<file path="config.mk">
export PLATFORM = sky130hd
export DESIGN_NAME = afl_offset_loader
export DESIGN_NICKNAME = d
export VERILOG_FILES = /design/src/rtl/afl_pkg.sv /design/src/rtl/afl_mode_ctl.sv /design/src/rtl/afl_offset_store.sv /design/src/rtl/afl_flag_cmp.sv /design/src/rtl/afl_offset_loader.sv
export SDC_FILE = /design/constraint.sdc
export NUM_CORES = 1
export LEC_CHECK = 0
export ABC_AREA = 1
export BUFFER_PORTS_ARGS = -buffer_cell sky130_fd_sc_hd__buf_2
export CAP_MARGIN = 20
export CORE_MARGIN = 2
export CORE_UTILIZATION = 45
export CTS_CLUSTER_SIZE = 12
export DETAILED_ROUTE_END_ITERATION = 8
export PLACE_DENSITY = 0.66
export REMOVE_ABC_BUFFERS = 1
export SLEW_MARGIN = 10
export SYNTH_ARGS = -nofsm -noshare
export SYNTH_HDL_FRONTEND = slang
export SYNTH_SLANG_ARGS = --single-unit
</file>
<file path="constraint.sdc">
create_clock -name clk -period 4.1 [get_ports clk]
set_clock_uncertainty 0.2 [all_clocks]
set_input_delay 0 -clock clk [delete_from_list [all_inputs] [get_ports clk]]
set_output_delay 0 -clock clk [all_outputs]
set_load 0.02 [all_outputs]
</file>
<file path="src/rtl/afl_pkg.sv">
package afl_pkg;

   // Offset loading methods chosen at master reset.
   typedef enum logic [2:0] {
      LM_SERIAL   = 3'd0,
      LM_PARALLEL = 3'd1,
      LM_PRESET_A = 3'd2,
      LM_PRESET_B = 3'd3,
      LM_PRESET_C = 3'd4
   } load_mode_t;

   // Number of offset registers and their slot order (load order).
   localparam int NREG   = 4;
   localparam int SLOT_Y1 = 0;
   localparam int SLOT_X1 = 1;
   localparam int SLOT_Y2 = 2;
   localparam int SLOT_X2 = 3;

   function automatic load_mode_t pick_mode(input logic spm_n, input logic [1:0] fsel);
      load_mode_t m;
      if (!spm_n) begin
         m = LM_SERIAL;
      end else begin
         case (fsel)
            2'b00:   m = LM_PARALLEL;
            2'b01:   m = LM_PRESET_A;
            2'b10:   m = LM_PRESET_B;
            default: m = LM_PRESET_C;
         endcase
      end
      return m;
   endfunction

endpackage

</file>
<file path="src/rtl/afl_mode_ctl.sv">
module afl_mode_ctl
   import afl_pkg::*;
#(
   parameter int QUAL_EDGES = 4
)(
   input  logic       clk,
   input  logic       mrst_n,
   input  load_mode_t cfg_mode,
   output load_mode_t mode,
   output logic       cfg_apply
);

   localparam int HW = QUAL_EDGES - 1;

   // History of earlier low samples of the master reset.
   logic [HW-1:0] low_hist;

   generate
      if (HW == 1) begin : g_hist_one
         always_ff @(posedge clk) low_hist <= ~mrst_n;
      end else begin : g_hist_shift
         always_ff @(posedge clk) low_hist <= {low_hist[HW-2:0], ~mrst_n};
      end
   endgenerate

   // Current sample low and all earlier HW samples low: reset recognised.
   assign cfg_apply = ~mrst_n & (&low_hist);

   always_ff @(posedge clk) begin
      if (cfg_apply) begin
         mode <= cfg_mode;
      end
   end

endmodule

</file>
<file path="src/rtl/afl_offset_store.sv">
module afl_offset_store
   import afl_pkg::*;
#(
   parameter int OW    = 10,
   parameter int DEF_A = 8,
   parameter int DEF_B = 16,
   parameter int DEF_C = 64
)(
   input  logic                      clk,
   input  logic                      cfg_apply,
   input  load_mode_t                cfg_mode,
   input  load_mode_t                mode,
   input  logic                      load_en,
   input  logic                      sen_n,
   input  logic                      sd,
   input  logic                      pwr,
   input  logic [OW-1:0]             pdata,
   output logic [NREG-1:0][OW-1:0]   ofs_q
);

   localparam int NBITS = NREG * OW;
   localparam int SCW   = $clog2(NBITS + 1);
   localparam int IW    = $clog2(NREG);
   localparam logic [SCW-1:0] BITS_FULL = SCW'(NBITS);
   localparam logic [SCW-1:0] BIT_ONE   = SCW'(1);
   localparam logic [IW:0]    IDX_FULL  = (IW+1)'(NREG);
   localparam logic [IW:0]    IDX_ONE   = (IW+1)'(1);
   localparam logic [OW-1:0]  PV_A = OW'(DEF_A);
   localparam logic [OW-1:0]  PV_B = OW'(DEF_B);
   localparam logic [OW-1:0]  PV_C = OW'(DEF_C);

   logic [SCW-1:0]  bit_cnt;
   logic [IW:0]     wr_idx;
   logic [NREG-1:0] chain_in;
   logic            ser_step;
   logic            par_step;

   function automatic logic [OW-1:0] preset_of(input load_mode_t m);
      logic [OW-1:0] v;
      case (m)
         LM_PRESET_A: v = PV_A;
         LM_PRESET_B: v = PV_B;
         LM_PRESET_C: v = PV_C;
         default:     v = '0;
      endcase
      return v;
   endfunction

   // Serial chain: the MSB of each later slot feeds the LSB of the slot before it.
   generate
      for (genvar i = 0; i < NREG; i++) begin : g_chain
         if (i == NREG - 1) begin : g_tail
            assign chain_in[i] = sd;
         end else begin : g_link
            assign chain_in[i] = ofs_q[i+1][OW-1];
         end
      end
   endgenerate

   assign ser_step = load_en && (mode == LM_SERIAL) && !sen_n && (bit_cnt != BITS_FULL);
   assign par_step = load_en && (mode == LM_PARALLEL) && pwr && (wr_idx != IDX_FULL);

   always_ff @(posedge clk) begin
      if (cfg_apply) begin
         for (int i = 0; i < NREG; i++) begin
            ofs_q[i] <= preset_of(cfg_mode);
         end
         bit_cnt <= '0;
         wr_idx  <= '0;
      end else if (ser_step) begin
         for (int i = 0; i < NREG; i++) begin
            ofs_q[i] <= {ofs_q[i][OW-2:0], chain_in[i]};
         end
         bit_cnt <= bit_cnt + BIT_ONE;
      end else if (par_step) begin
         ofs_q[wr_idx[IW-1:0]] <= pdata;
         wr_idx <= wr_idx + IDX_ONE;
      end
   end

endmodule

</file>
<file path="src/rtl/afl_flag_cmp.sv">
module afl_flag_cmp #(
   parameter int OW       = 10,
   parameter bit FLAG_REG = 1'b1
)(
   input  logic          clk,
   input  logic          prst_n,
   input  logic [OW-1:0] x_ofs,
   input  logic [OW-1:0] y_ofs,
   input  logic [OW:0]   count,
   input  logic [OW:0]   space,
   output logic          ae_n,
   output logic          af_n
);

   logic ae_nx;
   logic af_nx;

   // Partial reset shows an empty FIFO: almost-empty asserted, almost-full clear.
   assign ae_nx = prst_n ? (count > {1'b0, x_ofs}) : 1'b0;
   assign af_nx = prst_n ? (space > {1'b0, y_ofs}) : 1'b1;

   generate
      if (FLAG_REG) begin : g_reg
         always_ff @(posedge clk) begin
            ae_n <= ae_nx;
            af_n <= af_nx;
         end
      end else begin : g_comb
         assign ae_n = ae_nx;
         assign af_n = af_nx;
      end
   endgenerate

endmodule

</file>
<file path="src/rtl/afl_offset_loader.sv">
module afl_offset_loader
   import afl_pkg::*;
#(
   parameter int DEPTH_LOG2 = 10,
   parameter int DEF_A      = 8,
   parameter int DEF_B      = 16,
   parameter int DEF_C      = 64,
   parameter int QUAL_EDGES = 4,
   parameter bit FLAG_REG   = 1'b1
)(
   input  logic                  clk,
   input  logic                  mrst_n,
   input  logic                  prst_n,
   input  logic                  spm_n,
   input  logic [1:0]            fsel,
   input  logic                  sen_n,
   input  logic                  sd,
   input  logic                  pwr,
   input  logic [DEPTH_LOG2-1:0] pdata,
   input  logic [DEPTH_LOG2:0]   wcnt1,
   input  logic [DEPTH_LOG2:0]   free1,
   input  logic [DEPTH_LOG2:0]   wcnt2,
   input  logic [DEPTH_LOG2:0]   free2,
   output logic                  ae1_n,
   output logic                  af1_n,
   output logic                  ae2_n,
   output logic                  af2_n
);

   localparam int OW     = DEPTH_LOG2;
   localparam int CW     = DEPTH_LOG2 + 1;
   localparam int NFIFO  = 2;
   localparam int PV_LIM = 1 << DEPTH_LOG2;

   // Elaboration-time parameter checks.
   generate
      if (DEPTH_LOG2 < 2 || DEPTH_LOG2 > 20) begin : g_bad_depth
         $error("afl_offset_loader: DEPTH_LOG2 must lie in 2..20");
      end
      if (DEF_A < 0 || DEF_B < 0 || DEF_C < 0 ||
          DEF_A >= PV_LIM || DEF_B >= PV_LIM || DEF_C >= PV_LIM) begin : g_bad_preset
         $error("afl_offset_loader: preset offsets must fit in DEPTH_LOG2 bits");
      end
      if (QUAL_EDGES < 2 || QUAL_EDGES > 16) begin : g_bad_qual
         $error("afl_offset_loader: QUAL_EDGES must lie in 2..16");
      end
   endgenerate

   load_mode_t                cfg_mode;
   load_mode_t                mode;
   logic                      cfg_apply;
   logic [NREG-1:0][OW-1:0]   ofs_q;
   logic [NFIFO-1:0][CW-1:0]  wc_v;
   logic [NFIFO-1:0][CW-1:0]  fr_v;
   logic [NFIFO-1:0]          ae_v;
   logic [NFIFO-1:0]          af_v;

   assign cfg_mode = pick_mode(spm_n, fsel);

   afl_mode_ctl #(
      .QUAL_EDGES (QUAL_EDGES)
   ) u_mode (
      .clk       (clk),
      .mrst_n    (mrst_n),
      .cfg_mode  (cfg_mode),
      .mode      (mode),
      .cfg_apply (cfg_apply)
   );

   afl_offset_store #(
      .OW    (OW),
      .DEF_A (DEF_A),
      .DEF_B (DEF_B),
      .DEF_C (DEF_C)
   ) u_store (
      .clk       (clk),
      .cfg_apply (cfg_apply),
      .cfg_mode  (cfg_mode),
      .mode      (mode),
      .load_en   (mrst_n),
      .sen_n     (sen_n),
      .sd        (sd),
      .pwr       (pwr),
      .pdata     (pdata),
      .ofs_q     (ofs_q)
   );

   assign wc_v = {wcnt2, wcnt1};
   assign fr_v = {free2, free1};

   // FIFO f uses offset slots 2f (Y) and 2f+1 (X).
   generate
      for (genvar f = 0; f < NFIFO; f++) begin : g_fifo
         afl_flag_cmp #(
            .OW       (OW),
            .FLAG_REG (FLAG_REG)
         ) u_cmp (
            .clk    (clk),
            .prst_n (prst_n),
            .x_ofs  (ofs_q[2*f+1]),
            .y_ofs  (ofs_q[2*f]),
            .count  (wc_v[f]),
            .space  (fr_v[f]),
            .ae_n   (ae_v[f]),
            .af_n   (af_v[f])
         );
      end
   endgenerate

   assign ae1_n = ae_v[0];
   assign af1_n = af_v[0];
   assign ae2_n = ae_v[1];
   assign af2_n = af_v[1];

endmodule

</file>
# --- Yosys cells after proc, flatten, opt, wreduce, memory -nomap -nowiden ---
# Index checks and enable logic that the tools add are counted.
op_classes:
  bitwise: 3
  n_lt_le_gt_ge: 6
  n_reduce_logical: 13
  addsub: 2
  mux: 9
  eq_ne: 8
ops:
  columns: ["op", "n"]
  rows:
  - ["40-bit 2-to-1 mux", 3]
  - ["11-bit by 10-bit > comparator with 1-bit output", 4]
  - ["40-bit bitwise mux", 1]
  - ["7-bit case mux with 3 select lines", 1]
  - ["10-bit demux with 2-bit select", 1]
  - ["10-bit 2-to-1 mux", 1]
  - ["3-bit case mux with 3 select lines", 1]
  - ["1-bit logical AND", 7]
  - ["6-bit by 1-bit adder with 6-bit output (second input constant)", 1]
  - ["3-bit by 2-bit equality test with 1-bit output (second input constant)", 2]
  - ["6-bit != test (second input constant)", 1]
  - ["3-bit by 1-bit adder with 3-bit output (second input constant)", 1]
  - ["3-bit by 1-bit equality test with 1-bit output (second input constant)", 1]
  - ["3-bit equality test (second input constant)", 1]
  - ["3-bit zero test", 1]
  - ["2-bit by 3-bit < comparator with 1-bit output (second input constant)", 1]
  - ["3-bit 2-to-1 mux", 1]
  - ["3-bit != test (second input constant)", 1]
  - ["3-bit AND reduction", 1]
  - ["3-bit nonzero test", 1]
  - ["2-bit by 1-bit equality test with 1-bit output (second input constant)", 1]
  - ["2-bit equality test (second input constant)", 1]
  - ["2-bit by 1-bit >= comparator with 1-bit output (second input constant)", 1]
  - ["2-bit zero test", 1]
  - ["4 further kinds", 5]
totals:
  word_cells: 53
  in_bits: 63
  register_bits: 59

# --- Longest topological paths before layout ---
# Gate-level depths: netlist of the first run.
depth:
  word_depth: 8
  mapped_depth: 10
  ltp_nobuf: 10

# --- Modules after synthesis ---
# Synthesis of the first run repeated with hierarchy kept, for this count alone.
hier_totals:
  cells_unflattened: 626
  area_unflattened_um2: 4565.6
modules_own_cells:
  columns: ["mod", "cells_each", "n_inst", "area_per_inst_um2", "seq_area_each_um2"]
  rows:
  - ["afl_offset_store", 381, 1, 3009.1, 1381.3]
  - ["afl_flag_cmp", 111, 2, 655.6, 40.0]
  - ["afl_mode_ctl", 10, 1, 170.2, 150.1]
  - ["afl_offset_loader", 13, 1, 75.1, 0.0]

# --- Worst setup path before layout of the first run ---
# No wires, ideal clock.
synth_timing:
  path_kind: "register -> register"
  startpoint: "reg u_store.bit_cnt[0]"
  endpoint: "reg u_store.ofs_q[0] (netlist bit), enable pin"
  arrival_time_ps: 1658
  required_ps: 3448
  setup_slack_ps: 1790
  path_stages_with_launch: 9
  path_cell_list: "dfxtp_1 inv_1 ha_1 nand3_1 nor2_1 nor2_2 buf_6 nor2_1 nand2_1"
synth_between:
  elab_chain_cells: 3
synth_lines:
  columns: ["element", "line", "rtl"]
  rows:
  - ["start, declared", "afl_offset_store.sv:32", "logic [SCW-1:0] bit_cnt;"]
  - ["start signal, assigned", "afl_offset_store.sv:74", "bit_cnt <= bit_cnt + BIT_ONE;"]
  - ["6-bit != test", "afl_offset_store.sv:60", "assign ser_step = load_en && (mode == LM_SERIAL) && !sen_n && (bit_cnt != BITS_FULL);"]
  - ["1-bit logical AND", "afl_offset_store.sv:60", null]
  - ["3-bit nonzero test (no source line)", null, null]
  - ["end signal, assigned by index", "afl_offset_store.sv:66", "ofs_q[i] <= preset_of(cfg_mode);"]
  - ["end signal, assigned by index", "afl_offset_store.sv:72", "ofs_q[i] <= {ofs_q[i][OW-2:0], chain_in[i]};"]
  - ["end signal, assigned by index", "afl_offset_store.sv:76", "ofs_q[wr_idx[IW-1:0]] <= pdata;"]
  - ["end, declared", "afl_offset_store.sv:18", "output logic [NREG-1:0][OW-1:0] ofs_q"]
# No other way between the ends.
# A chain may end at the register's enable or synchronous reset.

# --- Worst setup path after layout of the first run ---
layout_timing:
  startpoint: "reg u_store.ofs_q[29] (netlist bit)"
  endpoint: "reg g_fifo[1].u_cmp.af_n"
layout_between:
  elab_chain_cells: 1
layout_lines:
  columns: ["element", "line", "rtl"]
  rows:
  - ["11-bit by 10-bit > comparator with 1-bit output", "afl_flag_cmp.sv:20", "assign af_nx = prst_n ? (space > {1'b0, y_ofs}) : 1'b1;"]
  - ["end signal, assigned", "afl_flag_cmp.sv:26", "af_n <= af_nx;"]
  - ["end, declared", "afl_flag_cmp.sv:12", "output logic af_n"]
# No other way between the ends.

==> impl_results.html, run 1 <==
<table>
<tr><th>Metric</th><th>Value</th></tr>
<tr><th colspan="2">Logic synthesis</th></tr>
<tr><td>Post-synthesis sequential area ratio</td><td>37.40%</td></tr>
<tr><td>Ys async rst share</td><td>0%</td></tr>
<tr><td>Count of flip-flops with a built-in enable after synthesis</td><td>43</td></tr>
<tr><td>Top cells by instance count after synthesis</td><td>136 x sky130_fd_sc_hd__nand2_1, 87 x sky130_fd_sc_hd__nor2_1, 86 x sky130_fd_sc_hd__inv_1</td></tr>
<tr><td>Portion of netlist area occupied by mux cells</td><td>1.045%</td></tr>
<tr><td>Yosys reg bits</td><td>59</td></tr>
<tr><td>Compound-cell area share of the yosys netlist</td><td>8.943%</td></tr>
<tr><td>Cell with the most instances after synthesis</td><td>sky130_fd_sc_hd__nand2_1</td></tr>
<tr><td>Post-synthesis share of cell area spent on and, or, nand and nor gates</td><td>26.95%</td></tr>
<tr><td>Synthesized area per cell</td><td>7.442 µm²</td></tr>
<tr><td>Synthesis warning total</td><td>0</td></tr>
<tr><td>Summed instance area of the synthesized netlist</td><td>0.004309 mm²</td></tr>
<tr><td>Leading cell types by total area after synthesis</td><td>sky130_fd_sc_hd__edfxtp_1 30%, sky130_fd_sc_hd__ha_1 14%, sky130_fd_sc_hd__nand2_1 12%</td></tr>
<tr><td>Xor and xnor area share after synthesis</td><td>0.8130%</td></tr>
<tr><td>Number of library cell types mapped by synthesis</td><td>24</td></tr>
<tr><td>Yosys top cell by area</td><td>sky130_fd_sc_hd__edfxtp_1</td></tr>
<tr><td>Share of synthesized cell area in full adder, half adder and majority cells</td><td>14.23%</td></tr>
<tr><td>Proportion of netlist area held by the largest area contributor</td><td>29.97%</td></tr>
<tr><td>Cell count after synthesis</td><td>579</td></tr>
<tr><td>Ys flop type</td><td>sky130_fd_sc_hd__edfxtp_1</td></tr>
<tr><td>Dominant combinational cell family by area after synthesis</td><td>simple AND/OR/NAND/NOR gates</td></tr>
<tr><th colspan="2">Routing</th></tr>
<tr><td>Via count</td><td>3982</td></tr>
<tr><td>Routed WL</td><td>10.77 mm</td></tr>
<tr><td>Post-detailed-route wirelength per cell</td><td>13.53 µm</td></tr>
<tr><td>DRC errors left</td><td>0</td></tr>
<tr><td>1st-iter DRT viols</td><td>263</td></tr>
<tr><td>Router iterations before antenna repair</td><td>5</td></tr>
<tr><td>Post-DRT Antenna Nets</td><td>0</td></tr>
<tr><td>Via-to-Cell Ratio</td><td>5.003</td></tr>
<tr><th colspan="2">Timing</th></tr>
<tr><td>Final hold violation count</td><td>0</td></tr>
<tr><td>Final slew viol count</td><td>0</td></tr>
<tr><td>Final critical delay including setup and external delays</td><td>3.114 ns</td></tr>
<tr><td>RSZ-0062 raised after global routing</td><td>no</td></tr>
<tr><td>Peak clock frequency supported by timing</td><td>321.2 MHz</td></tr>
<tr><td>Post-Route Setup TNS</td><td>0 ns</td></tr>
<tr><td>Number of endpoints failing setup at the final stage</td><td>0</td></tr>
<tr><td>Portion of the clock cycle consumed by the worst path in the final layout</td><td>75.94%</td></tr>
<tr><td>Actual transition at the worst max-transition pin</td><td>0.7989 ns</td></tr>
<tr><td>Worst slew margin relative to its limit</td><td>46.55%</td></tr>
<tr><th colspan="2">Run status</th></tr>
<tr><td>Status</td><td>finished clean</td></tr>
<tr><th colspan="2">Layout</th></tr>
<tr><td>Area grow syn2layout</td><td>18.32%</td></tr>
<tr><td>Fillers</td><td>905</td></tr>
<tr><td>Ratio of cells with drive above 1 in the final layout</td><td>13.64%</td></tr>
<tr><td>Number of antenna diodes</td><td>0</td></tr>
<tr><td>Post-route design area</td><td>0.005099 mm²</td></tr>
<tr><td>Final Net Count</td><td>775</td></tr>
<tr><th colspan="2">CTS</th></tr>
<tr><td>Total number of H-tree levels</td><td>3</td></tr>
<tr><td>Post-cts sizing count</td><td>0</td></tr>
<tr><td>Number of sinks driven by the clock tree</td><td>59</td></tr>
<tr><td>Worst-skew pair later-pin latency</td><td>0.34 ns</td></tr>
<tr><td>Cell at the root of the clock tree</td><td>sky130_fd_sc_hd__clkbuf_8</td></tr>
<tr><td>Number of buffers created by CTS</td><td>9</td></tr>
<tr><td>CTS tree</td><td>done</td></tr>
<tr><td>Maximum buffer depth of the clock tree</td><td>2</td></tr>
<tr><td># Post-CTS Setup Buffers</td><td>0</td></tr>
<tr><td>Clock edge transition at the registers on the reported setup and hold paths</td><td>0.06 ns</td></tr>
<tr><th colspan="2">Floorplan</th></tr>
<tr><td>Placement row count</td><td>35</td></tr>
<tr><td>Number of ports placed on the die boundary</td><td>67</td></tr>
<tr><td>Starting density of the core</td><td>46.42%</td></tr>
<tr><td>Die span in x</td><td>101.9 µm</td></tr>
<tr><td>Die area</td><td>0.01037 mm²</td></tr>
<tr><td>Height of the die</td><td>101.9 µm</td></tr>
<tr><td>Core outline area</td><td>0.009284 mm²</td></tr>
<tr><th colspan="2">Pwr</th></tr>
<tr><td>VDD IR max</td><td>140.4 µV</td></tr>
<tr><td>Clock Power Share</td><td>29.0%</td></tr>
<tr><td>Internal power consumption</td><td>1.048 mW</td></tr>
<tr><td>Switching Power</td><td>0.4489 mW</td></tr>
<tr><td>Power per standard cell area</td><td>293.6 mW/mm²</td></tr>
<tr><td>Net Sw Frac</td><td>29.98%</td></tr>
<tr><td>Leak Pwr</td><td>2.551 nW</td></tr>
<tr><td>Reg power frac</td><td>47.8%</td></tr>
<tr><td>Combinational cell fraction of total power</td><td>23.2%</td></tr>
<tr><th colspan="2">Global route</th></tr>
<tr><td>GRT met3 Usage</td><td>5.130%</td></tr>
<tr><td>Met1 GRT Util</td><td>27.10%</td></tr>
<tr><td>Maximum number of pins on one net before global-route repair</td><td>47</td></tr>
<tr><td>Global-route wire length before repair</td><td>17.84 mm</td></tr>
<tr><td>Overall track demand over capacity in global routing</td><td>22.09%</td></tr>
<tr><td>Overflow left after global routing</td><td>0</td></tr>
<tr><td>Vias in the first global route</td><td>3949</td></tr>
<tr><td>Initial antenna violation count</td><td>0</td></tr>
<tr><td>Gr busiest metal</td><td>met2</td></tr>
<tr><td>Met2 Resource Use GR</td><td>38.61%</td></tr>
<tr><th colspan="2">Worst setup path</th></tr>
<tr><td>Worst r2r dst</td><td>g_fifo[1].u_cmp.af_n</td></tr>
<tr><td>WP data arrival</td><td>3.15 ns</td></tr>
<tr><td>Cell type of the slowest stage on the worst timing path</td><td>sky130_fd_sc_hd__dlygate4sd3_1</td></tr>
<tr><td>Critical path buffers and inverters</td><td>5</td></tr>
<tr><td>Worst reg-to-reg setup slack</td><td>0.99 ns</td></tr>
<tr><td>Cell breakdown of the critical path</td><td>inv_1 &gt; ha_1 &gt; nand2_1 &gt; inv_1 &gt; a21oi_1 &gt; dlygate4sd3_1 &gt; nand3_1 &gt; dlygate4sd3_1 &gt; nand2_1 &gt; dlygate4sd3_1 &gt; nand2_1</td></tr>
<tr><td>CP delay by family, top</td><td>buffers and inverters</td></tr>
<tr><td>Required time at the endpoint of the critical path</td><td>4.13 ns</td></tr>
<tr><td>Launch instance of the worst register-to-register path</td><td>u_store.ofs_q[29]</td></tr>
<tr><td>CP startpoint kind</td><td>flip-flop</td></tr>
<tr><td>Capturing element type of the critical path</td><td>flip-flop</td></tr>
<tr><td>Worst Setup Path Type</td><td>reg2reg</td></tr>
<tr><td>Longest individual stage delay on the worst path</td><td>0.57 ns</td></tr>
<tr><td>R2r worst-path depth</td><td>11</td></tr>
<tr><td>Highest net fanout along the worst path</td><td>2</td></tr>
<tr><th colspan="2">Placed design</th></tr>
<tr><td>Placed wire-length estimate</td><td>7.565 mm</td></tr>
<tr><td>Count of input and output buffers</td><td>66</td></tr>
<tr><td>Placed cell area</td><td>0.004700 mm²</td></tr>
<tr><td>Final RePlAce weighted congestion</td><td>0.7924</td></tr>
<tr><th colspan="2">Min path</th></tr>
<tr><td>Number of cells on the worst hold path</td><td>8</td></tr>
<tr><td>End point of the most critical hold path</td><td>g_fifo[0].u_cmp.ae_n</td></tr>
<tr><td>Hold Path Class</td><td>in2reg</td></tr>
<tr><td>Min-Delay Startpoint</td><td>wcnt1[2]</td></tr>
<tr><th colspan="2">Flow run</th></tr>
<tr><td>Total of max-cap violations</td><td>0</td></tr>
</table>
what timing repair did:
action,CTS,global route
endpoints found under the setup margin,0,0
hold buffers,25,0
hold endpoints to repair,28,0
power by group through the flow:
stage	sequential, mW	combinational (mW)	clock, mW
2_1_floorplan	0.724	0.222	0
3_3_place_gp	0.726	0.313	0
3_5_place_dp	0.728	0.327	0
4_1_cts	0.715	0.349	0.439
5_1_grt	0.720	0.408	0.468
6_report	0.716	0.348	0.434
flip-flops by register name, indices dropped and copies added (netlist names):
register and cells:
u_store.bit_cnt 6, u_store.ofs_q 40, g_fifo.u_cmp.ae_n 2, u_mode.low_hist 3, g_fifo.u_cmp.af_n 2, u_mode.mode 3, u_store.wr_idx 3
logic make-up (layout without fill, tap and decap cells):
| group | after synthesis | count (layout) |
|---|---|---|
| AND/OR/NAND/NOR | 276 | 276 |
| buffers and inverters | 110 | 198 |
| AO/OA/AOI/OAI | 77 | 77 |
| flip-flops | 59 | 59 |
| adder cells (fa/ha/maj) | 49 | 49 |
| XOR/XNOR | 4 | 4 |
| multiplexers | 4 | 4 |
worst min-delay path, delay by kind of cell:
kind | cells | cell delay [ns]
adder cells (fa/ha/maj) | 1 | 0.14
buffers and inverters | 2 | 0.12
AO/OA/AOI/OAI | 2 | 0.11
AND/OR/NAND/NOR | 3 | 0.15
layer usage:
| metal | share of wire [%] | up-vias |
|---|---|---|
| li1 | - | 2031 |
| met1 | 44 | 1821 |
| met2 | 49 | 115 |
| met3 | 5.6 | 15 |
| met4 | 2.2 | 0 |
| met5 | 0 | - |
per-stage QoR:
step	instances	hold WS, ns	setup slack, ns	util (%)	power (mW)
5_1_grt	796	0.03499	0.7675	54.92	1.596
2_1_floorplan	558	-0.1313	0.9347	-	0.9456
6_report	796	0.009167	0.9865	54.92	1.497
3_3_place_gp	756	0.02017	1.516	50.62	1.039
3_5_place_dp	756	0.02861	1.434	50.62	1.054
4_1_cts	796	0.003781	1.013	54.92	1.504
worst max path at each step:
stage                                   from              endpoint  slack (ns)  depth (start not counted)
after floorplan           u_store.bit_cnt[0]      u_store.ofs_q[0]        0.93                          7
after global placement     u_store.wr_idx[0]     u_store.ofs_q[35]        1.52                          6
after detailed placement   u_store.wr_idx[0]     u_store.ofs_q[31]        1.43                          6
after CTS                  u_store.ofs_q[29]  g_fifo[1].u_cmp.af_n        1.01                         11
after global routing       u_store.ofs_q[29]  g_fifo[1].u_cmp.af_n        0.77                         11
final                      u_store.ofs_q[29]  g_fifo[1].u_cmp.af_n        0.99                         11
cells in the final DEF, fill, tap and decap left out:
| master | count |
|---|---|
| sky130_fd_sc_hd__clkbuf_8 | 9 |
| sky130_fd_sc_hd__nand2_1 | 136 |
| sky130_fd_sc_hd__nand4_2 | 1 |
| sky130_fd_sc_hd__dfxtp_1 | 16 |
| sky130_fd_sc_hd__xor2_1 | 4 |
| sky130_fd_sc_hd__nand3_1 | 24 |
| sky130_fd_sc_hd__clkbuf_1 | 1 |
| sky130_fd_sc_hd__nand4_1 | 10 |
| sky130_fd_sc_hd__nor3_1 | 1 |
| sky130_fd_sc_hd__inv_1 | 86 |
| sky130_fd_sc_hd__clkinv_2 | 2 |
| sky130_fd_sc_hd__ha_1 | 49 |
| sky130_fd_sc_hd__edfxtp_1 | 43 |
| sky130_fd_sc_hd__buf_4 | 3 |
| sky130_fd_sc_hd__dlygate4sd3_1 | 25 |
| sky130_fd_sc_hd__nor2_2 | 1 |
| sky130_fd_sc_hd__or2_2 | 1 |
| sky130_fd_sc_hd__o21ai_0 | 59 |
| sky130_fd_sc_hd__a21oi_1 | 18 |
| sky130_fd_sc_hd__mux2_2 | 4 |
| sky130_fd_sc_hd__nor2_1 | 87 |
| sky130_fd_sc_hd__nand3b_1 | 14 |
| sky130_fd_sc_hd__clkinv_1 | 3 |
| sky130_fd_sc_hd__buf_2 | 66 |
| sky130_fd_sc_hd__nand2_2 | 1 |
| sky130_fd_sc_hd__inv_2 | 3 |
area by class of cell:
| cell class | count | area (µm²) | area share [%] |
|---|---|---|---|
| Tap cell | 129 | 161.4 | 3.166 |
| Inverter | 89 | 334.1 | 6.552 |
| Clock buffer | 10 | 127.6 | 2.503 |
| Multi-Input combinational cell | 410 | 2240 | 43.93 |
| Sequential cell | 59 | 1612 | 31.61 |
| Clock inverter | 5 | 21.27 | 0.4172 |
| Timing Repair Buffer | 94 | 603.1 | 11.83 |
Note: power is estimated with default switching activity, not from simulation.
==> inputs of run 2 (changes only) <==
--- a/config.mk
+++ b/config.mk
@@ -5,14 +5,14 @@
 export SDC_FILE = /design/constraint.sdc
 export NUM_CORES = 1
 export LEC_CHECK = 0
-export ABC_AREA = 1
+export ABC_AREA = 0
 export BUFFER_PORTS_ARGS = -buffer_cell sky130_fd_sc_hd__buf_2
 export CAP_MARGIN = 20
 export CORE_MARGIN = 2
 export CORE_UTILIZATION = 45
 export CTS_CLUSTER_SIZE = 12
 export DETAILED_ROUTE_END_ITERATION = 8
-export PLACE_DENSITY = 0.66
+export PLACE_DENSITY = 0.69
 export REMOVE_ABC_BUFFERS = 1
 export SLEW_MARGIN = 10
 export SYNTH_ARGS = -nofsm -noshare
==> constraint.sdc (replaced) <==
create_clock -name clk -period 2.65 [get_ports clk]
set_clock_uncertainty 0.2 [all_clocks]
set_input_delay 0 -clock clk [delete_from_list [all_inputs] [get_ports clk]]
set_output_delay 0 -clock clk [all_outputs]
set_load 0.02 [all_outputs]
==> impl_results.html, run 2 <==
<table>
<tr><th>Metric</th><th>Value</th></tr>
<tr><th colspan="2">Logic synthesis</th></tr>
<tr><td>Leading cell types by total area after synthesis</td><td>sky130_fd_sc_hd__edfxtp_1 32%, sky130_fd_sc_hd__ha_1 15%, sky130_fd_sc_hd__dfxtp_1 7.8%</td></tr>
<tr><td>Number of library cell types mapped by synthesis</td><td>39 (+63%)</td></tr>
<tr><td>Top cells by instance count after synthesis</td><td>50 x sky130_fd_sc_hd__inv_1, 49 x sky130_fd_sc_hd__ha_1, 43 x sky130_fd_sc_hd__edfxtp_1</td></tr>
<tr><td>Yosys reg bits</td><td>59 (unchanged)</td></tr>
<tr><td>Summed instance area of the synthesized netlist</td><td>0.004089 mm² (-5.1%)</td></tr>
<tr><td>Cell with the most instances after synthesis</td><td>sky130_fd_sc_hd__inv_1</td></tr>
<tr><td>Count of flip-flops with a built-in enable after synthesis</td><td>43 (unchanged)</td></tr>
<tr><td>Ys async rst share</td><td>0% (unchanged)</td></tr>
<tr><td>Synthesis warning total</td><td>0 (unchanged)</td></tr>
<tr><td>Cell count after synthesis</td><td>403 (-30%)</td></tr>
<tr><td>Post-synthesis sequential area ratio</td><td>39.41% (+2.0 points)</td></tr>
<tr><td>Proportion of netlist area held by the largest area contributor</td><td>31.58% (+1.6 points)</td></tr>
<tr><td>Synthesized area per cell</td><td>10.15 µm² (+36%)</td></tr>
<tr><td>Ys flop type</td><td>sky130_fd_sc_hd__edfxtp_1</td></tr>
<tr><td>Yosys top cell by area</td><td>sky130_fd_sc_hd__edfxtp_1</td></tr>
<tr><th colspan="2">Worst setup path</th></tr>
<tr><td>Worst r2r dst</td><td>g_fifo[0].u_cmp.af_n</td></tr>
<tr><td>Capturing element type of the critical path</td><td>flip-flop</td></tr>
<tr><td>WP data arrival</td><td>2.45 ns (-0.70 ns)</td></tr>
<tr><td>Cell type of the slowest stage on the worst timing path</td><td>sky130_fd_sc_hd__dlygate4sd3_1</td></tr>
<tr><td>Cell depth of the worst setup path</td><td>6 (-5)</td></tr>
<tr><td>CP delay by family, top</td><td>compound AO/OA/AOI/OAI gates</td></tr>
<tr><td>Highest net fanout along the worst path</td><td>3 (+1)</td></tr>
<tr><td>Worst Setup Path Type</td><td>reg2reg</td></tr>
<tr><td>CP startpoint kind</td><td>flip-flop</td></tr>
<tr><td>Launch instance of the worst register-to-register path</td><td>u_store.ofs_q[8]</td></tr>
<tr><td>R2r worst-path depth</td><td>6 (-5)</td></tr>
<tr><td>Longest individual stage delay on the worst path</td><td>0.63 ns (+0.06 ns)</td></tr>
<tr><td>Cell breakdown of the critical path</td><td>inv_1 &gt; ha_1 &gt; a21o_1 &gt; a2111oi_0 &gt; dlygate4sd3_1 &gt; a31oi_1</td></tr>
<tr><td>Worst reg-to-reg setup slack</td><td>0.21 ns (-0.78 ns)</td></tr>
<tr><td>Required time at the endpoint of the critical path</td><td>2.66 ns (-1.47 ns)</td></tr>
<tr><td>Critical path buffers and inverters</td><td>2 (-3)</td></tr>
<tr><th colspan="2">Timing</th></tr>
<tr><td>Actual transition at the worst max-transition pin</td><td>0.6789 ns (-0.1200 ns)</td></tr>
<tr><td>Worst slew margin relative to its limit</td><td>54.26% (+7.7 points)</td></tr>
<tr><td>Final hold violation count</td><td>1 (+1)</td></tr>
<tr><td>Number of endpoints failing setup at the final stage</td><td>0 (unchanged)</td></tr>
<tr><td>Final slew viol count</td><td>0 (unchanged)</td></tr>
<tr><td>Final worst-path setup slack</td><td>0.2114 ns (-0.7751 ns)</td></tr>
<tr><td>Final worst hold slack</td><td>-0.0005757 ns (-0.009742 ns)</td></tr>
<tr><td>Portion of the clock cycle consumed by the worst path in the final layout</td><td>92.02% (+16 points)</td></tr>
<tr><td>Final critical delay including setup and external delays</td><td>2.439 ns (-0.6749 ns)</td></tr>
<tr><td>Peak clock frequency supported by timing</td><td>410.1 MHz (+28%)</td></tr>
<tr><td>RSZ-0062 raised after global routing</td><td>no</td></tr>
<tr><th colspan="2">Routing</th></tr>
<tr><td>Via count</td><td>3279 (-18%)</td></tr>
<tr><td>Routed WL</td><td>9.200 mm (-15%)</td></tr>
<tr><td>Post-DRT Antenna Nets</td><td>0 (unchanged)</td></tr>
<tr><td>Via-to-Cell Ratio</td><td>5.323 (+6.4%)</td></tr>
<tr><td>DRC errors left</td><td>0 (unchanged)</td></tr>
<tr><td>Router iterations before antenna repair</td><td>4 (-1)</td></tr>
<tr><td>Post-detailed-route wirelength per cell</td><td>14.94 µm (+10%)</td></tr>
<tr><td>1st-iter DRT viols</td><td>168 (-36%)</td></tr>
<tr><th colspan="2">Global route</th></tr>
<tr><td>Overflow left after global routing</td><td>0 (unchanged)</td></tr>
<tr><td>Vias in the first global route</td><td>3193 (-19%)</td></tr>
<tr><td>Met1 GRT Util</td><td>24.76% (-2.3 points)</td></tr>
<tr><td>Met2 Resource Use GR</td><td>33.78% (-4.8 points)</td></tr>
<tr><td>Global-route wire length before repair</td><td>15.26 mm (-14%)</td></tr>
<tr><td>GRT met3 Usage</td><td>5.060% (-0.070 points)</td></tr>
<tr><td>Initial antenna violation count</td><td>0 (unchanged)</td></tr>
<tr><td>Gr busiest metal</td><td>met2</td></tr>
<tr><td>Overall track demand over capacity in global routing</td><td>19.78% (-2.3 points)</td></tr>
<tr><td>Maximum number of pins on one net before global-route repair</td><td>42 (-11%)</td></tr>
<tr><th colspan="2">Layout</th></tr>
<tr><td>Number of antenna diodes</td><td>0 (unchanged)</td></tr>
<tr><td>Area used by sequential logic in the layout</td><td>0.001612 mm² (unchanged)</td></tr>
<tr><td>Final core utilization</td><td>57.40% (+2.5 points)</td></tr>
<tr><td>Highest-count cells in the layout ignoring fill and taps</td><td>66 x sky130_fd_sc_hd__buf_2, 50 x sky130_fd_sc_hd__inv_1, 49 x sky130_fd_sc_hd__ha_1</td></tr>
<tr><td>Ratio of cells with drive above 1 in the final layout</td><td>21.06% (+7.4 points)</td></tr>
<tr><td>Largest registers</td><td>u_store.ofs_q: 40 flops, u_store.bit_cnt: 6 flops</td></tr>
<tr><td>Max reg flops</td><td>40 (unchanged)</td></tr>
<tr><td>Combined area of the multi-input logic cells</td><td>0.002185 mm² (-2.5%)</td></tr>
<tr><td>Count of placed standard cells in the final layout, fillers left out</td><td>616 (-23%)</td></tr>
<tr><td>Reg with most FFs</td><td>u_store.ofs_q</td></tr>
<tr><td>Most common cell after layout, fill and taps aside</td><td>sky130_fd_sc_hd__buf_2</td></tr>
<tr><td>Final Net Count</td><td>615 (-21%)</td></tr>
<tr><td>Area grow syn2layout</td><td>23.01%</td></tr>
<tr><td>Fillers</td><td>775 (-14%)</td></tr>
<tr><th colspan="2">CTS</th></tr>
<tr><td>Cell at the root of the clock tree</td><td>sky130_fd_sc_hd__clkbuf_8</td></tr>
<tr><td>CTS tree</td><td>done</td></tr>
<tr><td>Post-cts sizing count</td><td>0 (unchanged)</td></tr>
<tr><td># Post-CTS Setup Buffers</td><td>0 (unchanged)</td></tr>
<tr><td>Number of sinks driven by the clock tree</td><td>59 (unchanged)</td></tr>
<tr><td>Worst-skew pair later-pin latency</td><td>0.34 ns (about the same)</td></tr>
<tr><td>Maximum buffer depth of the clock tree</td><td>2 (unchanged)</td></tr>
<tr><td>Number of buffers created by CTS</td><td>9 (unchanged)</td></tr>
<tr><td>Total number of H-tree levels</td><td>3 (unchanged)</td></tr>
<tr><td>Clock edge transition at the registers on the reported setup and hold paths</td><td>0.06 ns (about the same)</td></tr>
<tr><th colspan="2">Min path</th></tr>
<tr><td>Number of cells on the worst hold path</td><td>3 (-5)</td></tr>
<tr><td>Hold Path Class</td><td>in2reg</td></tr>
<tr><td>Min-Delay Startpoint</td><td>fsel[1]</td></tr>
<tr><td>End point of the most critical hold path</td><td>u_mode.mode[2]</td></tr>
<tr><th colspan="2">Pwr</th></tr>
<tr><td>Leak Pwr</td><td>2.283 nW (-10%)</td></tr>
<tr><td>Power per standard cell area</td><td>476.1 mW/mm² (+62%)</td></tr>
<tr><td>VDD IR max</td><td>293.1 µV (+110%)</td></tr>
<tr><td>Total power after layout</td><td>2.395 mW (+60%)</td></tr>
<tr><th colspan="2">Floorplan</th></tr>
<tr><td>Core outline area</td><td>0.008763 mm² (-5.6%)</td></tr>
<tr><td>Die span in x</td><td>99.33 µm (-2.5%)</td></tr>
<tr><td>Starting density of the core</td><td>46.66% (+0.24 points)</td></tr>
<tr><td>Height of the die</td><td>99.33 µm (-2.5%)</td></tr>
<tr><td>Die area</td><td>0.009865 mm² (-4.9%)</td></tr>
<tr><td>Number of ports placed on the die boundary</td><td>67 (unchanged)</td></tr>
<tr><td>Placement row count</td><td>34 (-2.9%)</td></tr>
<tr><th colspan="2">Placed design</th></tr>
<tr><td>Final RePlAce weighted congestion</td><td>0.8436 (+6.5%)</td></tr>
<tr><td>Setup WS pre-CTS</td><td>0.4580 ns (-0.9757 ns)</td></tr>
<tr><td>Count of input and output buffers</td><td>66 (unchanged)</td></tr>
<tr><td>Placed cell count</td><td>569 (-25%)</td></tr>
<tr><td>Placed wire-length estimate</td><td>6.975 mm (-7.8%)</td></tr>
<tr><th colspan="2">Flow run</th></tr>
<tr><td>Total of max-cap violations</td><td>0 (unchanged)</td></tr>
<tr><th colspan="2">Run status</th></tr>
<tr><td>Failing checks</td><td>negative hold slack</td></tr>
<tr><td>Status</td><td>finished with violations</td></tr>
</table>
## run 2: cell families after synthesis
kind of cell             after synthesis  synth area share, %
adder cells (fa/ha/maj)               49                14.99
XOR/XNOR                               4               0.8569
buffers and inverters                 69                7.374
AO/OA/AOI/OAI                         76                14.87
AND/OR/NAND/NOR                      115                14.87
multiplexers                          31                7.619
flip-flops                            59                39.41
## run 2: repair_timing
| item | 4_1_cts | 5_1_grt |
|---|---|---|
| hold buffers | 31 | 0 |
| endpoints found under the setup margin | 0 | 0 |
| hold endpoints to repair | 36 | 0 |
## run 2: final cells by class
cell class / count / share of cell area [%]
clock inverter: 6 / 0.4478
inverter: 50 / 3.731
tap: 108 / 2.687
timing repair buffer: 108 / 15.12
multi-input combinational: 275 / 43.43
sequential: 59 / 32.04
clock buffer: 10 / 2.537
## run 2: metrics by stage
stage / setup TNS [ns] / cell area (µm²)
6_report: 0 / 5030
5_1_grt: 0 / 5030
4_1_cts: 0 / 5030
3_5_place_dp: 0 / 4569
3_3_place_gp: 0 / 4569
2_1_floorplan: -41.85 / 3975
## run 2: power breakdown
| part | switching (mW) | leakage [nW] | internal [mW] | total [mW] |
|---|---|---|---|---|
| Sequential | 0.0553 | 0.536 | 1.08 | 1.14 |
| Clock | 0.331 | 0.0753 | 0.320 | 0.650 |
| Combinational | 0.299 | 1.67 | 0.308 | 0.607 |
| Total | 0.685 | 2.28 | 1.71 | 2.39 |
## run 2: worst max-delay path by stage
stage,slack [ns],startpoint,end
after floorplan,-0.76,u_store.bit_cnt[0],u_store.ofs_q[13]
after global placement,0.53,u_mode.mode[2],u_store.ofs_q[38]
after detailed placement,0.46,u_store.bit_cnt[0],u_store.ofs_q[32]
after CTS,0.23,u_store.ofs_q[28],g_fifo[1].u_cmp.af_n
after global routing,0.02,u_store.ofs_q[28],g_fifo[1].u_cmp.af_n
final,0.21,u_store.ofs_q[8],g_fifo[0].u_cmp.af_n
## run 2: layer usage
metal	vias to the layer above	part of all wire (%)	wire, µm
met5	-	0	0
met4	0	0.83	76
met3	7	4.8	438
met2	84	50	4634
met1	1522	44	4050
li1	1666	-	-
## run 2: worst register-to-register path, stage by stage (launching register included)
cell and delay, ns:
sky130_fd_sc_hd__edfxtp_1 0.41, sky130_fd_sc_hd__inv_1 0.09, sky130_fd_sc_hd__ha_1 0.24, sky130_fd_sc_hd__a21o_1 0.16, sky130_fd_sc_hd__a2111oi_0 0.50, sky130_fd_sc_hd__dlygate4sd3_1 0.63
sky130_fd_sc_hd__a31oi_1 0.08
==> inputs of run 3 (changes only) <==
--- a/config.mk
+++ b/config.mk
@@ -8,11 +8,13 @@
 export ABC_AREA = 0
 export BUFFER_PORTS_ARGS = -buffer_cell sky130_fd_sc_hd__buf_2
 export CAP_MARGIN = 20
+export CELL_PAD_IN_SITES_DETAIL_PLACEMENT = 0
+export CELL_PAD_IN_SITES_GLOBAL_PLACEMENT = 1
 export CORE_MARGIN = 2
-export CORE_UTILIZATION = 45
+export CORE_UTILIZATION = 40
 export CTS_CLUSTER_SIZE = 12
 export DETAILED_ROUTE_END_ITERATION = 8
-export PLACE_DENSITY = 0.69
+export PLACE_DENSITY_LB_ADDON = 0.1
 export REMOVE_ABC_BUFFERS = 1
 export SLEW_MARGIN = 10
 export SYNTH_ARGS = -nofsm -noshare
==> impl_results.html, run 3 (synthesized netlist as in run 2, its figures left out) <==
<table>
<tr><th>Metric</th><th>Value</th></tr>
<tr><th colspan="2">Routing</th></tr>
<tr><td>Post-DRT Antenna Nets</td><td>0 (unchanged)</td></tr>
<tr><td>Routed WL</td><td>9.761 mm (+6.1%)</td></tr>
<tr><td>1st-iter DRT viols</td><td>143 (-15%)</td></tr>
<tr><td>Router iterations before antenna repair</td><td>4 (unchanged)</td></tr>
<tr><td>Via count</td><td>3281 (+0.061%)</td></tr>
<tr><td>Post-detailed-route wirelength per cell</td><td>15.20 µm (+1.8%)</td></tr>
<tr><td>Via-to-Cell Ratio</td><td>5.111 (-4.0%)</td></tr>
<tr><td>DRC errors left</td><td>0 (unchanged)</td></tr>
<tr><th colspan="2">Layout</th></tr>
<tr><td>Ratio of cells with drive above 1 in the final layout</td><td>22.20% (+1.1 points)</td></tr>
<tr><td>Max reg flops</td><td>40 (unchanged)</td></tr>
<tr><td>Highest-count cells in the layout ignoring fill and taps</td><td>66 x sky130_fd_sc_hd__buf_2, 50 x sky130_fd_sc_hd__inv_1, 49 x sky130_fd_sc_hd__ha_1</td></tr>
<tr><td>Reg with most FFs</td><td>u_store.ofs_q</td></tr>
<tr><td>Most common cell after layout, fill and taps aside</td><td>sky130_fd_sc_hd__buf_2</td></tr>
<tr><td>Largest registers</td><td>u_store.ofs_q: 40 flops, u_store.bit_cnt: 6 flops</td></tr>
<tr><td>Number of antenna diodes</td><td>0 (unchanged)</td></tr>
<tr><td>Area grow syn2layout</td><td>24.82%</td></tr>
<tr><td>Fillers</td><td>901 (+16%)</td></tr>
<tr><td>Final Net Count</td><td>616 (+0.16%)</td></tr>
<tr><th colspan="2">Flow run</th></tr>
<tr><td>Total of max-cap violations</td><td>0 (unchanged)</td></tr>
<tr><th colspan="2">Worst setup path</th></tr>
<tr><td>Worst Setup Path Type</td><td>reg2reg</td></tr>
<tr><td>Capturing element type of the critical path</td><td>flip-flop</td></tr>
<tr><td>WP data arrival</td><td>2.49 ns (+0.04 ns)</td></tr>
<tr><td>CP startpoint kind</td><td>flip-flop</td></tr>
<tr><td>Required time at the endpoint of the critical path</td><td>2.67 ns (about the same)</td></tr>
<tr><td>Cell breakdown of the critical path</td><td>inv_1 &gt; ha_1 &gt; a21o_1 &gt; a2111oi_0 &gt; dlygate4sd3_1 &gt; a31oi_1</td></tr>
<tr><td>Longest individual stage delay on the worst path</td><td>0.63 ns (about the same)</td></tr>
<tr><td>Highest net fanout along the worst path</td><td>3 (unchanged)</td></tr>
<tr><td>Cell type of the slowest stage on the worst timing path</td><td>sky130_fd_sc_hd__dlygate4sd3_1</td></tr>
<tr><th colspan="2">Timing</th></tr>
<tr><td>Final worst hold slack</td><td>0.01276 ns (+0.01333 ns)</td></tr>
<tr><td>RSZ-0062 raised after global routing</td><td>no</td></tr>
<tr><td>Final critical delay including setup and external delays</td><td>2.468 ns (+0.02908 ns)</td></tr>
<tr><td>Number of endpoints failing setup at the final stage</td><td>0 (unchanged)</td></tr>
<tr><td>Peak clock frequency supported by timing</td><td>405.2 MHz (-1.2%)</td></tr>
<tr><td>Final hold violation count</td><td>0 (-1)</td></tr>
<tr><td>Actual transition at the worst max-transition pin</td><td>0.6625 ns (-0.01636 ns)</td></tr>
<tr><td>Post-Route Setup TNS</td><td>0 ns (unchanged)</td></tr>
<tr><td>Final slew viol count</td><td>0 (unchanged)</td></tr>
<tr><td>Portion of the clock cycle consumed by the worst path in the final layout</td><td>93.12% (+1.1 points)</td></tr>
<tr><td>Worst slew margin relative to its limit</td><td>55.37% (+1.1 points)</td></tr>
<tr><th colspan="2">CTS</th></tr>
<tr><td>CTS tree</td><td>done</td></tr>
<tr><td>Post-cts sizing count</td><td>0 (unchanged)</td></tr>
<tr><td>Worst-skew pair later-pin latency</td><td>0.35 ns (about the same)</td></tr>
<tr><td>Maximum buffer depth of the clock tree</td><td>2 (unchanged)</td></tr>
<tr><td>Cell at the root of the clock tree</td><td>sky130_fd_sc_hd__clkbuf_8</td></tr>
<tr><td>Number of sinks driven by the clock tree</td><td>59 (unchanged)</td></tr>
<tr><td>Clock edge transition at the registers on the reported setup and hold paths</td><td>0.07 ns (about the same)</td></tr>
<tr><td>Number of buffers created by CTS</td><td>9 (unchanged)</td></tr>
<tr><td>Total number of H-tree levels</td><td>3 (unchanged)</td></tr>
<tr><th colspan="2">Pwr</th></tr>
<tr><td>VDD IR max</td><td>258.3 µV (-12%)</td></tr>
<tr><td>Leak Pwr</td><td>2.317 nW (+1.5%)</td></tr>
<tr><td>Power per standard cell area</td><td>509.5 mW/mm² (+7.0%)</td></tr>
<tr><th colspan="2">Global route</th></tr>
<tr><td>Overflow left after global routing</td><td>0 (unchanged)</td></tr>
<tr><td>Initial antenna violation count</td><td>0 (unchanged)</td></tr>
<tr><td>Maximum number of pins on one net before global-route repair</td><td>43 (+2.4%)</td></tr>
<tr><td>Global-route wire length before repair</td><td>15.99 mm (+4.8%)</td></tr>
<tr><td>Vias in the first global route</td><td>3203 (+0.31%)</td></tr>
<tr><td>Overall track demand over capacity in global routing</td><td>18.42% (-1.4 points)</td></tr>
<tr><th colspan="2">Floorplan</th></tr>
<tr><td>Core outline area</td><td>0.009864 mm² (+13%)</td></tr>
<tr><td>Starting density of the core</td><td>41.45% (-5.2 points)</td></tr>
<tr><td>Number of ports placed on the die boundary</td><td>67 (unchanged)</td></tr>
<tr><td>Height of the die</td><td>105.1 µm (+5.8%)</td></tr>
<tr><td>Die area</td><td>0.01105 mm² (+12%)</td></tr>
<tr><td>Placement row count</td><td>36 (+5.9%)</td></tr>
<tr><td>Die span in x</td><td>105.1 µm (+5.8%)</td></tr>
<tr><th colspan="2">Min path</th></tr>
<tr><td>Hold Path Class</td><td>in2reg</td></tr>
<tr><th colspan="2">Placed design</th></tr>
<tr><td>Count of input and output buffers</td><td>66 (unchanged)</td></tr>
<tr><td>Final RePlAce weighted congestion</td><td>0.7890 (-6.5%)</td></tr>
<tr><td>Placed wire-length estimate</td><td>7.324 mm (+5.0%)</td></tr>
<tr><th colspan="2">Run status</th></tr>
<tr><td>Status</td><td>finished clean</td></tr>
</table>
## run 3: worst max-delay path, delay by kind of cell, from the launching register on
family / cells / cell delay, ns
adder cells (fa/ha/maj): 1 / 0.24
flip-flops: 1 / 0.43
AO/OA/AOI/OAI: 3 / 0.78
buffers and inverters: 2 / 0.71
## run 3: report_power, final
part | leakage (nW) | internal, mW | switching (mW) | total [mW]
logic | 1.67 | 0.306 | 0.305 | 0.610
clock network | 0.110 | 0.477 | 0.375 | 0.852
registers | 0.536 | 1.08 | 0.0569 | 1.14
total | 2.32 | 1.86 | 0.736 | 2.60
## run 3: what timing repair did
item / CTS / global route
endpoints found under the hold margin: 35 / 0
setup buffers: 0 / 0
hold buffers: 32 / 0
setup endpoints to repair: 0 / 0
## run 3: worst paths after layout
kind	from	endpoint	slack, ns	depth (start not counted)
hold / removal	fsel[0]	u_mode.mode[1]	0.01	4
setup / recovery	u_store.ofs_q[8]	g_fifo[0].u_cmp.af_n	0.18	6
hold reg to reg	u_mode.low_hist[0]	u_mode.low_hist[1]	0.16	0
setup reg to reg	u_store.ofs_q[8]	g_fifo[0].u_cmp.af_n	0.18	6
## run 3: cell type report
class,instances,area [µm²],share of cell area [%]
clock buffers,13,191.4,3.751
multi-input cells,275,2185,42.80
flip-flops and latches,59,1612,31.58
inverters,50,187.7,3.677
well taps,133,166.4,3.261
clock inverters,3,16.27,0.3187
repair buffers,109,745.7,14.61
## run 3: routing by layer
metal | GRT usage [%] | routed length, µm | vias up
met5 | 0 | 0 | -
met2 | 31.08 | 4712 | 53
met3 | 3.306 | 274 | 12
met4 | 5.619 | 148 | 0
li1 | - | - | 1675
met1 | 23.99 | 4627 | 1541
## run 3: per-stage QoR
step / power, mW / util [%] / setup slack [ns] / std cells / area [µm²]
final: 2.600 / 51.74 / 0.1824 / 642 / 5104
after global routing: 2.734 / 51.74 / 0.05364 / 642 / 5104
after CTS: 2.620 / 51.74 / 0.1683 / 642 / 5104
after detailed placement: 1.729 / 46.39 / 0.5743 / 594 / 4576
after global placement: 1.716 / 46.39 / 0.6311 / 594 / 4576
after floorplan: 1.548 / - / -0.7567 / 384 / 3975
